===== src/rtl/bwc_pkg.sv =====
package bwc_pkg;
   localparam int unsigned CTL_W      = 5;
   localparam int unsigned CB_EN      = 0;
   localparam int unsigned CB_RWCHK   = 1;
   localparam int unsigned CB_RWRD    = 2;
   localparam int unsigned CB_OPT3    = 3;
   localparam int unsigned CB_OPT4    = 4;

   localparam int unsigned OFS_A_CTL  = 0;
   localparam int unsigned OFS_A_ADR  = 1;
   localparam int unsigned OFS_A_DAT  = 2;
   localparam int unsigned OFS_A_MSK  = 3;
   localparam int unsigned OFS_B_CTL  = 4;
   localparam int unsigned OFS_B_ADR  = 5;
   localparam int unsigned OFS_C_CTL  = 6;
   localparam int unsigned OFS_C_ADR  = 7;

   typedef struct packed {
      logic en;
      logic rw_chk;
      logic rw_rd;
      logic sz_chk;
      logic sz_word;
      logic rng_en;
      logic rng_out;
   } cmp_ctl_t;
endpackage


===== src/rtl/bwc_regs.sv =====
module bwc_regs
   import bwc_pkg::*;
#(
   parameter int ADDR_W = 16,
   parameter int DATA_W = 16,
   parameter int RA_W   = 4
) (
   input  logic              clk,
   input  logic              rst_n,
   input  logic              we,
   input  logic [RA_W-1:0]   waddr,
   input  logic [DATA_W-1:0] wdata,
   output cmp_ctl_t          a_ctl,
   output cmp_ctl_t          b_ctl,
   output cmp_ctl_t          c_ctl,
   output logic [ADDR_W-1:0] a_addr,
   output logic [ADDR_W-1:0] b_addr,
   output logic [ADDR_W-1:0] c_addr,
   output logic [DATA_W-1:0] a_data,
   output logic [DATA_W-1:0] a_mask
);
   localparam int NREG = 8;

   if (ADDR_W > DATA_W) begin : g_chk_aw
      $error("bwc_regs: ADDR_W must not exceed DATA_W");
   end
   if ((1 << RA_W) < NREG) begin : g_chk_ra
      $error("bwc_regs: RA_W too small for register map");
   end

   logic [CTL_W-1:0] a_ctl_q, b_ctl_q, c_ctl_q;

   always_ff @(posedge clk or negedge rst_n) begin
      if (!rst_n) begin
         a_ctl_q <= '0;
         b_ctl_q <= '0;
         c_ctl_q <= '0;
         a_addr  <= '0;
         b_addr  <= '0;
         c_addr  <= '0;
         a_data  <= '0;
         a_mask  <= '0;
      end else if (we) begin
         case (waddr)
            RA_W'(OFS_A_CTL): a_ctl_q <= wdata[CTL_W-1:0];
            RA_W'(OFS_A_ADR): a_addr  <= wdata[ADDR_W-1:0];
            RA_W'(OFS_A_DAT): a_data  <= wdata;
            RA_W'(OFS_A_MSK): a_mask  <= wdata;
            RA_W'(OFS_B_CTL): b_ctl_q <= wdata[CTL_W-1:0];
            RA_W'(OFS_B_ADR): b_addr  <= wdata[ADDR_W-1:0];
            RA_W'(OFS_C_CTL): c_ctl_q <= wdata[CTL_W-1:0];
            RA_W'(OFS_C_ADR): c_addr  <= wdata[ADDR_W-1:0];
            default: ;
         endcase
      end
   end

   always_comb begin
      a_ctl = '{en: a_ctl_q[CB_EN], rw_chk: a_ctl_q[CB_RWCHK], rw_rd: a_ctl_q[CB_RWRD],
                sz_chk: 1'b0, sz_word: 1'b0,
                rng_en: a_ctl_q[CB_OPT3], rng_out: a_ctl_q[CB_OPT4]};
      b_ctl = '{en: b_ctl_q[CB_EN], rw_chk: b_ctl_q[CB_RWCHK], rw_rd: b_ctl_q[CB_RWRD],
                sz_chk: b_ctl_q[CB_OPT3], sz_word: b_ctl_q[CB_OPT4],
                rng_en: 1'b0, rng_out: 1'b0};
      c_ctl = '{en: c_ctl_q[CB_EN], rw_chk: c_ctl_q[CB_RWCHK], rw_rd: c_ctl_q[CB_RWRD],
                sz_chk: 1'b0, sz_word: 1'b0, rng_en: 1'b0, rng_out: 1'b0};
   end

   logic unused_hi;
   if (DATA_W > ADDR_W) begin : g_unused_hi
      assign unused_hi = ^wdata[DATA_W-1:ADDR_W];
   end else begin : g_no_unused_hi
      assign unused_hi = 1'b0;
   end


   a_addr_wr_chk: assert property (@(posedge clk) disable iff (!rst_n)
      (we && waddr == RA_W'(OFS_A_ADR)) |=> (a_addr == $past(wdata[ADDR_W-1:0])));


   c_addr_hold_chk: assert property (@(posedge clk) disable iff (!rst_n)
      (!we || waddr != RA_W'(OFS_C_ADR)) |=> $stable(c_addr));
endmodule


===== src/rtl/bwc_unit.sv =====
module bwc_unit
   import bwc_pkg::*;
#(
   parameter int ADDR_W   = 16,
   parameter int DATA_W   = 16,
   parameter bit HAS_DATA = 1'b0,
   parameter bit HAS_SIZE = 1'b0
) (
   input  cmp_ctl_t          ctl,
   input  logic [ADDR_W-1:0] ref_addr,
   input  logic [DATA_W-1:0] ref_data,
   input  logic [DATA_W-1:0] ref_mask,
   input  logic [ADDR_W-1:0] bus_addr,
   input  logic [DATA_W-1:0] bus_data,
   input  logic              bus_rd,
   input  logic              bus_word,
   output logic              addr_eq,
   output logic              qual_ok
);
   logic rw_ok, sz_ok, dat_ok;

   assign addr_eq = (bus_addr == ref_addr);
   assign rw_ok   = !ctl.rw_chk || (ctl.rw_rd == bus_rd);

   if (HAS_DATA) begin : g_data
      assign dat_ok = (((bus_data ^ ref_data) & ref_mask) == '0);
   end else begin : g_nodata
      logic unused_d;
      assign unused_d = ^{ref_data, ref_mask, bus_data};
      assign dat_ok   = 1'b1;
   end

   if (HAS_SIZE) begin : g_size
      assign sz_ok = !ctl.sz_chk || (ctl.sz_word == bus_word);
   end else begin : g_nosize
      logic unused_s;
      assign unused_s = bus_word ^ ctl.sz_chk ^ ctl.sz_word;
      assign sz_ok    = 1'b1;
   end

   logic unused_c;
   assign unused_c = ctl.en ^ ctl.rng_en ^ ctl.rng_out;

   assign qual_ok = rw_ok && sz_ok && dat_ok;
endmodule


===== src/rtl/bwc_range.sv =====
module bwc_range #(
   parameter int ADDR_W = 16
) (
   input  logic [ADDR_W-1:0] lo,
   input  logic [ADDR_W-1:0] hi,
   input  logic [ADDR_W-1:0] addr,
   input  logic              outside,
   output logic              hit
);
   logic below, above;
   assign below = (addr < lo);
   assign above = (addr > hi);
   assign hit   = outside ? (below || above) : (!below && !above);
endmodule


===== src/rtl/bus_watch_cmp.sv =====
module bus_watch_cmp
   import bwc_pkg::*;
#(
   parameter int ADDR_W    = 16,
   parameter int DATA_W    = 16,
   parameter int RA_W      = 4,
   parameter bit HAS_RANGE = 1'b1
) (
   input  logic              clk,
   input  logic              rst_n,
   input  logic              cfg_we,
   input  logic [RA_W-1:0]   cfg_addr,
   input  logic [DATA_W-1:0] cfg_wdata,
   input  logic              bus_vld,
   input  logic [ADDR_W-1:0] bus_addr,
   input  logic [DATA_W-1:0] bus_data,
   input  logic              bus_rd,
   input  logic              bus_word,
   output logic              hit_a,
   output logic              hit_b,
   output logic              hit_c
);
   if (ADDR_W < 1 || ADDR_W > 32) begin : g_chk_aw
      $error("bus_watch_cmp: ADDR_W out of range");
   end
   if (DATA_W < 1 || DATA_W > 64) begin : g_chk_dw
      $error("bus_watch_cmp: DATA_W out of range");
   end

   cmp_ctl_t          a_ctl, b_ctl, c_ctl;
   logic [ADDR_W-1:0] a_addr, b_addr, c_addr;
   logic [DATA_W-1:0] a_data, a_mask;

   bwc_regs #(.ADDR_W(ADDR_W), .DATA_W(DATA_W), .RA_W(RA_W)) regs_i (
      .clk(clk), .rst_n(rst_n), .we(cfg_we), .waddr(cfg_addr), .wdata(cfg_wdata),
      .a_ctl(a_ctl), .b_ctl(b_ctl), .c_ctl(c_ctl),
      .a_addr(a_addr), .b_addr(b_addr), .c_addr(c_addr),
      .a_data(a_data), .a_mask(a_mask)
   );

   logic a_eq, a_ok, b_eq, b_ok, c_eq, c_ok;

   bwc_unit #(.ADDR_W(ADDR_W), .DATA_W(DATA_W), .HAS_DATA(1'b1), .HAS_SIZE(1'b0)) unit_a_i (
      .ctl(a_ctl), .ref_addr(a_addr), .ref_data(a_data), .ref_mask(a_mask),
      .bus_addr(bus_addr), .bus_data(bus_data), .bus_rd(bus_rd), .bus_word(bus_word),
      .addr_eq(a_eq), .qual_ok(a_ok)
   );
   bwc_unit #(.ADDR_W(ADDR_W), .DATA_W(DATA_W), .HAS_DATA(1'b0), .HAS_SIZE(1'b1)) unit_b_i (
      .ctl(b_ctl), .ref_addr(b_addr), .ref_data('0), .ref_mask('0),
      .bus_addr(bus_addr), .bus_data(bus_data), .bus_rd(bus_rd), .bus_word(bus_word),
      .addr_eq(b_eq), .qual_ok(b_ok)
   );
   bwc_unit #(.ADDR_W(ADDR_W), .DATA_W(DATA_W), .HAS_DATA(1'b0), .HAS_SIZE(1'b0)) unit_c_i (
      .ctl(c_ctl), .ref_addr(c_addr), .ref_data('0), .ref_mask('0),
      .bus_addr(bus_addr), .bus_data(bus_data), .bus_rd(bus_rd), .bus_word(bus_word),
      .addr_eq(c_eq), .qual_ok(c_ok)
   );

   logic rng_on, rng_hit;

   if (HAS_RANGE) begin : g_range
      assign rng_on = a_ctl.rng_en;
      bwc_range #(.ADDR_W(ADDR_W)) range_i (
         .lo(a_addr), .hi(b_addr), .addr(bus_addr), .outside(a_ctl.rng_out), .hit(rng_hit)
      );
   end else begin : g_norange
      logic unused_r;
      assign unused_r = a_ctl.rng_en ^ a_ctl.rng_out;
      assign rng_on   = 1'b0;
      assign rng_hit  = 1'b0;
   end

   logic a_raw, b_raw, c_raw;
   assign a_raw = a_ctl.en && a_ok && (rng_on ? rng_hit : a_eq);
   assign b_raw = b_ctl.en && b_ok && b_eq && !rng_on;
   assign c_raw = c_ctl.en && c_ok && c_eq;

   always_ff @(posedge clk or negedge rst_n) begin
      if (!rst_n) begin
         hit_a <= 1'b0;
         hit_b <= 1'b0;
         hit_c <= 1'b0;
      end else begin
         hit_a <= bus_vld && a_raw;
         hit_b <= bus_vld && b_raw;
         hit_c <= bus_vld && c_raw;
      end
   end


   idle_no_hit_chk: assert property (@(posedge clk) disable iff (!rst_n)
      !bus_vld |=> (!hit_a && !hit_b && !hit_c));


   range_b_quiet_chk: assert property (@(posedge clk) disable iff (!rst_n)
      rng_on |=> !hit_b);


   hit_c_addr_chk: assert property (@(posedge clk) disable iff (!rst_n)
      hit_c |-> ($past(bus_addr) == $past(c_addr)));


   hit_a_simple_chk: assert property (@(posedge clk) disable iff (!rst_n)
      (hit_a && !$past(rng_on)) |-> ($past(bus_addr) == $past(a_addr)));


   hit_a_inside_chk: assert property (@(posedge clk) disable iff (!rst_n)
      (hit_a && $past(rng_on) && !$past(a_ctl.rng_out))
         |-> ($past(bus_addr) >= $past(a_addr) && $past(bus_addr) <= $past(b_addr)));


   hit_en_chk: assert property (@(posedge clk) disable iff (!rst_n)
      hit_b |-> $past(b_ctl.en));
endmodule


===== config.mk =====
export PLATFORM = sky130hd
export DESIGN_NAME = bus_watch_cmp
export DESIGN_NICKNAME = d
export VERILOG_FILES = /design/src/rtl/bwc_pkg.sv /design/src/rtl/bwc_regs.sv /design/src/rtl/bwc_unit.sv /design/src/rtl/bwc_range.sv /design/src/rtl/bus_watch_cmp.sv
export SDC_FILE = /design/constraint.sdc
export NUM_CORES = 1
export LEC_CHECK = 0
export ABC_AREA = 0
export BUFFER_PORTS_ARGS = -buffer_cell sky130_fd_sc_hd__buf_4
export CORE_MARGIN = 2
export CORE_UTILIZATION = 25
export DETAILED_ROUTE_END_ITERATION = 8
export PLACE_DENSITY = 0.43
export SETUP_SLACK_MARGIN = 0.3
export SLEW_MARGIN = 20
export SYNTH_ARGS = -nofsm -noshare
export SYNTH_HDL_FRONTEND = slang
export SYNTH_SLANG_ARGS = --single-unit

===== constraint.sdc =====
create_clock -name clk -period 2.83 [get_ports clk]
set_input_delay 0.566 -clock clk [delete_from_list [all_inputs] [get_ports clk]]
set_output_delay 0.566 -clock clk [all_outputs]
set_load 0.05 [all_outputs]

==> flow_summary.yaml <==
placed_design:
  place_congestion: 0.8214
  hpwlAfterDp_um: 9196
  port_buffers: 60
clock_network:
  hold_buffers: 0
  insertion_delay_ps: 350
  cts_setup_buffers: 0
  cts_buffers: 9
  clock_sinks: 96
  clockBufferDepth: 2
  clk_root_buffer_cell: "clkbuf_16"
  clk_pin_slew_ps: 70
  cts_resized: 0
  cts_tree: "done"
  htreeDepth: 3
power:
  p_total_mw: 4.027
  peakVddDrop_mv: 0.3364
  powerDensity_nw_per_um2: 678.8
  power.leakage_nw: 2.718
yosys:
  ys_top_cells_by_count: "96 x dfrtp_1, 78 x mux2_2, 35 x xor2_1"
  synthAdderAreaFrac_pct: 8.307
  synth-seq-cells: 96
  synth_top_cell_by_area: "dfrtp_1"
  synthSimpleGateAreaFrac_pct: 7.217
  synth.distinct_cells: 37
  syn_avg_cell_area_sq_um: 12.17
  yosys.area.top_type_share_pct: 49.84
  synth_top_family_by_area: "multiplexers"
  synth.area.mux_share_pct: 18.22
  syn_inst: 396
  synthTopCellsByArea: "dfrtp_1 50%, mux2_2 18%, ha_1 8.3%, xor2_1 6.4%, inv_1 2.4%"
  synth.most_common_cell: "dfrtp_1"
  yosysSeqAreaShare_pct: 49.84
  synthesis.nets: 486
  netlist_area_sq_um: 4820
  synth-main-ff-cell: "dfrtp_1"
  synth-xor-area-share_pct: 6.542
  async_flop_share_pct: 100.0
  yosys_warnings: 0
  synth_edf_count: 0
  synth_compound_area_share_pct: 6.750
global_route:
  grt_antenna_before_repair: 0
  grt_pass1_vias: 3371
  grt_use_total_pct: 13.05
  grt_pass1_wl_um: 19450
  overflow: 0
  grt_max_degree: 42
critical_path:
  crit_chain: "inv_1, ha_1, nand4_1, nor4_2, and4_1, a31oi_1, or3_1, a311oi_2"
  cp.required_ps: 3090
  critPathBufInv: 1
  worst_r2r_path_depth: 8
  r2r-start: "regs_i.b_addr[11]"
  start_kind: "flop"
  r2r_slack_ps: 590
  cp_slowest_cell: "or3_1"
  worstReg2RegEnd: "hit_a"
  max_stage_delay_ps: 380
  worstPathArrival_ps: 2500
  cp_top_family: "simple AND/OR/NAND/NOR gates"
  crit_fanout: 3
  worst_setup_path_end_kind: "flop"
  worstSetupPathType: "flop to flop"
sta:
  finalCritPeriodShare_pct: 79.12
  tightest_slew_ps: 451.8
  max_slew_margin_pct: 69.60
  rsz0062_at_grt: "false"
  period_minus_slack_ps: 2239
  clock_skew_ps: 5.881
  fmax_ghz: 0.4466
  finalHoldViolCount: 0
  drv_slew: 0
  tns_ps: 0
  finalSetupViolations: 0
run_status:
  status: "finished clean"
flow_run:
  drv_cap: 0
die:
  fp.dieArea_sq_um: 20400
  initial_core_util_pct: 25.59
  die_w_um: 142.8
  fp.dieH_um: 142.8
  core-area_sq_um: 18830
  io_pins: 61
  row_count: 50
drt:
  drt_iter0_markers: 160
  routedWlPerCell_um: 16.68
  ant_nets: 0
  num_vias: 3170
  drc: 0
  drt_pre_antenna_iters: 4
  via_per_inst: 4.337
  wirelength_um: 12190
finish:
  drive_above_1_share_pct: 34.82
  num_antenna_cells: 0
  nets: 556
  area_growth_pct: 23.08
min_path:
  hp-class: "input port to asynchronous set/reset pin"
-- how the worst max path moves through the flow --
stage	cells after the start	end	slack, ps	startpoint
after CTS	8	hit_a	570	regs_i.b_addr[11]
final	8	hit_a	590	regs_i.b_addr[11]
after floorplan	7	hit_a	630	bus_addr[14]
after detailed placement	8	hit_a	240	bus_addr[11]
after global routing	8	hit_a	440	regs_i.b_addr[11]
after global placement	8	hit_a	330	bus_addr[11]
-- registers in the layout, summed over array words and instances (netlist names) --
signal          cells
regs_i.b_ctl_q      5
hit_b               1
regs_i.b_addr      16
regs_i.a_data      16
regs_i.c_addr      16
regs_i.a_mask      16
regs_i.c_ctl_q      3
regs_i.a_ctl_q      5
hit_a               1
regs_i.a_addr      16
hit_c               1
-- per-stage QoR --
| stage | hold WS [ps] | area [sq um] | instances | setup WS, ps | utilization, % |
|---|---|---|---|---|---|
| 6_report | 161.7 | 5932 | 731 | 590.9 | 31.50 |
| 3_3_place_gp | 488.6 | 5632 | 715 | 334.5 | 29.91 |
| 5_1_grt | 174.4 | 5932 | 731 | 438.9 | 31.50 |
| 4_1_cts | 161.9 | 5932 | 731 | 569.0 | 31.50 |
| 2_1_floorplan | 270.4 | 4820 | 396 | 625.2 | - |
| 3_5_place_dp | 495.5 | 5632 | 715 | 238.2 | 29.91 |
-- kinds of logic after synthesis --
| kind of cell | after synthesis |
|---|---|
| XOR/XNOR | 36 |
| multiplexers | 78 |
| adder cells (fa/ha/maj) | 32 |
| AO/OA/AOI/OAI | 51 |
| AND/OR/NAND/NOR | 64 |
| flip-flops | 96 |
| buffers and inverters | 39 |
-- cells in the final DEF (no fill, tap or decap), types with 3 or more instances in the layout --
master     instances
nor4_1             5
a22o_1             4
ha_1              32
nand4_1            7
xor2_1            35
nand3_1            4
a221oi_1           5
nand3b_1           3
a21oi_1           12
buf_4             66
nand2_1           25
o21ai_0           20
inv_1             31
clkbuf_16          9
dfrtp_1           96
mux2_2            78
nand2b_1           3
nor2_1             4
-- where the power goes --
group	leakage (nW)	switching (mW)	internal (mW)	total, mW
combinational	1.40	0.436	0.490	0.926
sequential	1.18	0.164	1.68	1.85
clock	0.139	0.542	0.712	1.25
total	2.72	1.14	2.89	4.03
-- metal layers --
metal	share of wire, %	GRT usage (%)	vias to the layer above
met1	48	17.87	1567
met2	47	20.37	50
met4	1.1	3.127	0
met5	0	0	-
li1	-	-	1546
met3	4.1	3.789	7
-- area by class of cell --
class | instances | area, sq um
Sequential cell | 96 | 2402
Fill cell | 1934 | 12900
Clock inverter | 4 | 53.80
Multi-Input combinational cell | 261 | 2272
Inverter | 31 | 116.4
Clock buffer | 12 | 246.5
Timing Repair Buffer | 67 | 515.5
Tap cell | 260 | 325.3
(Power assumes the default switching activity.)
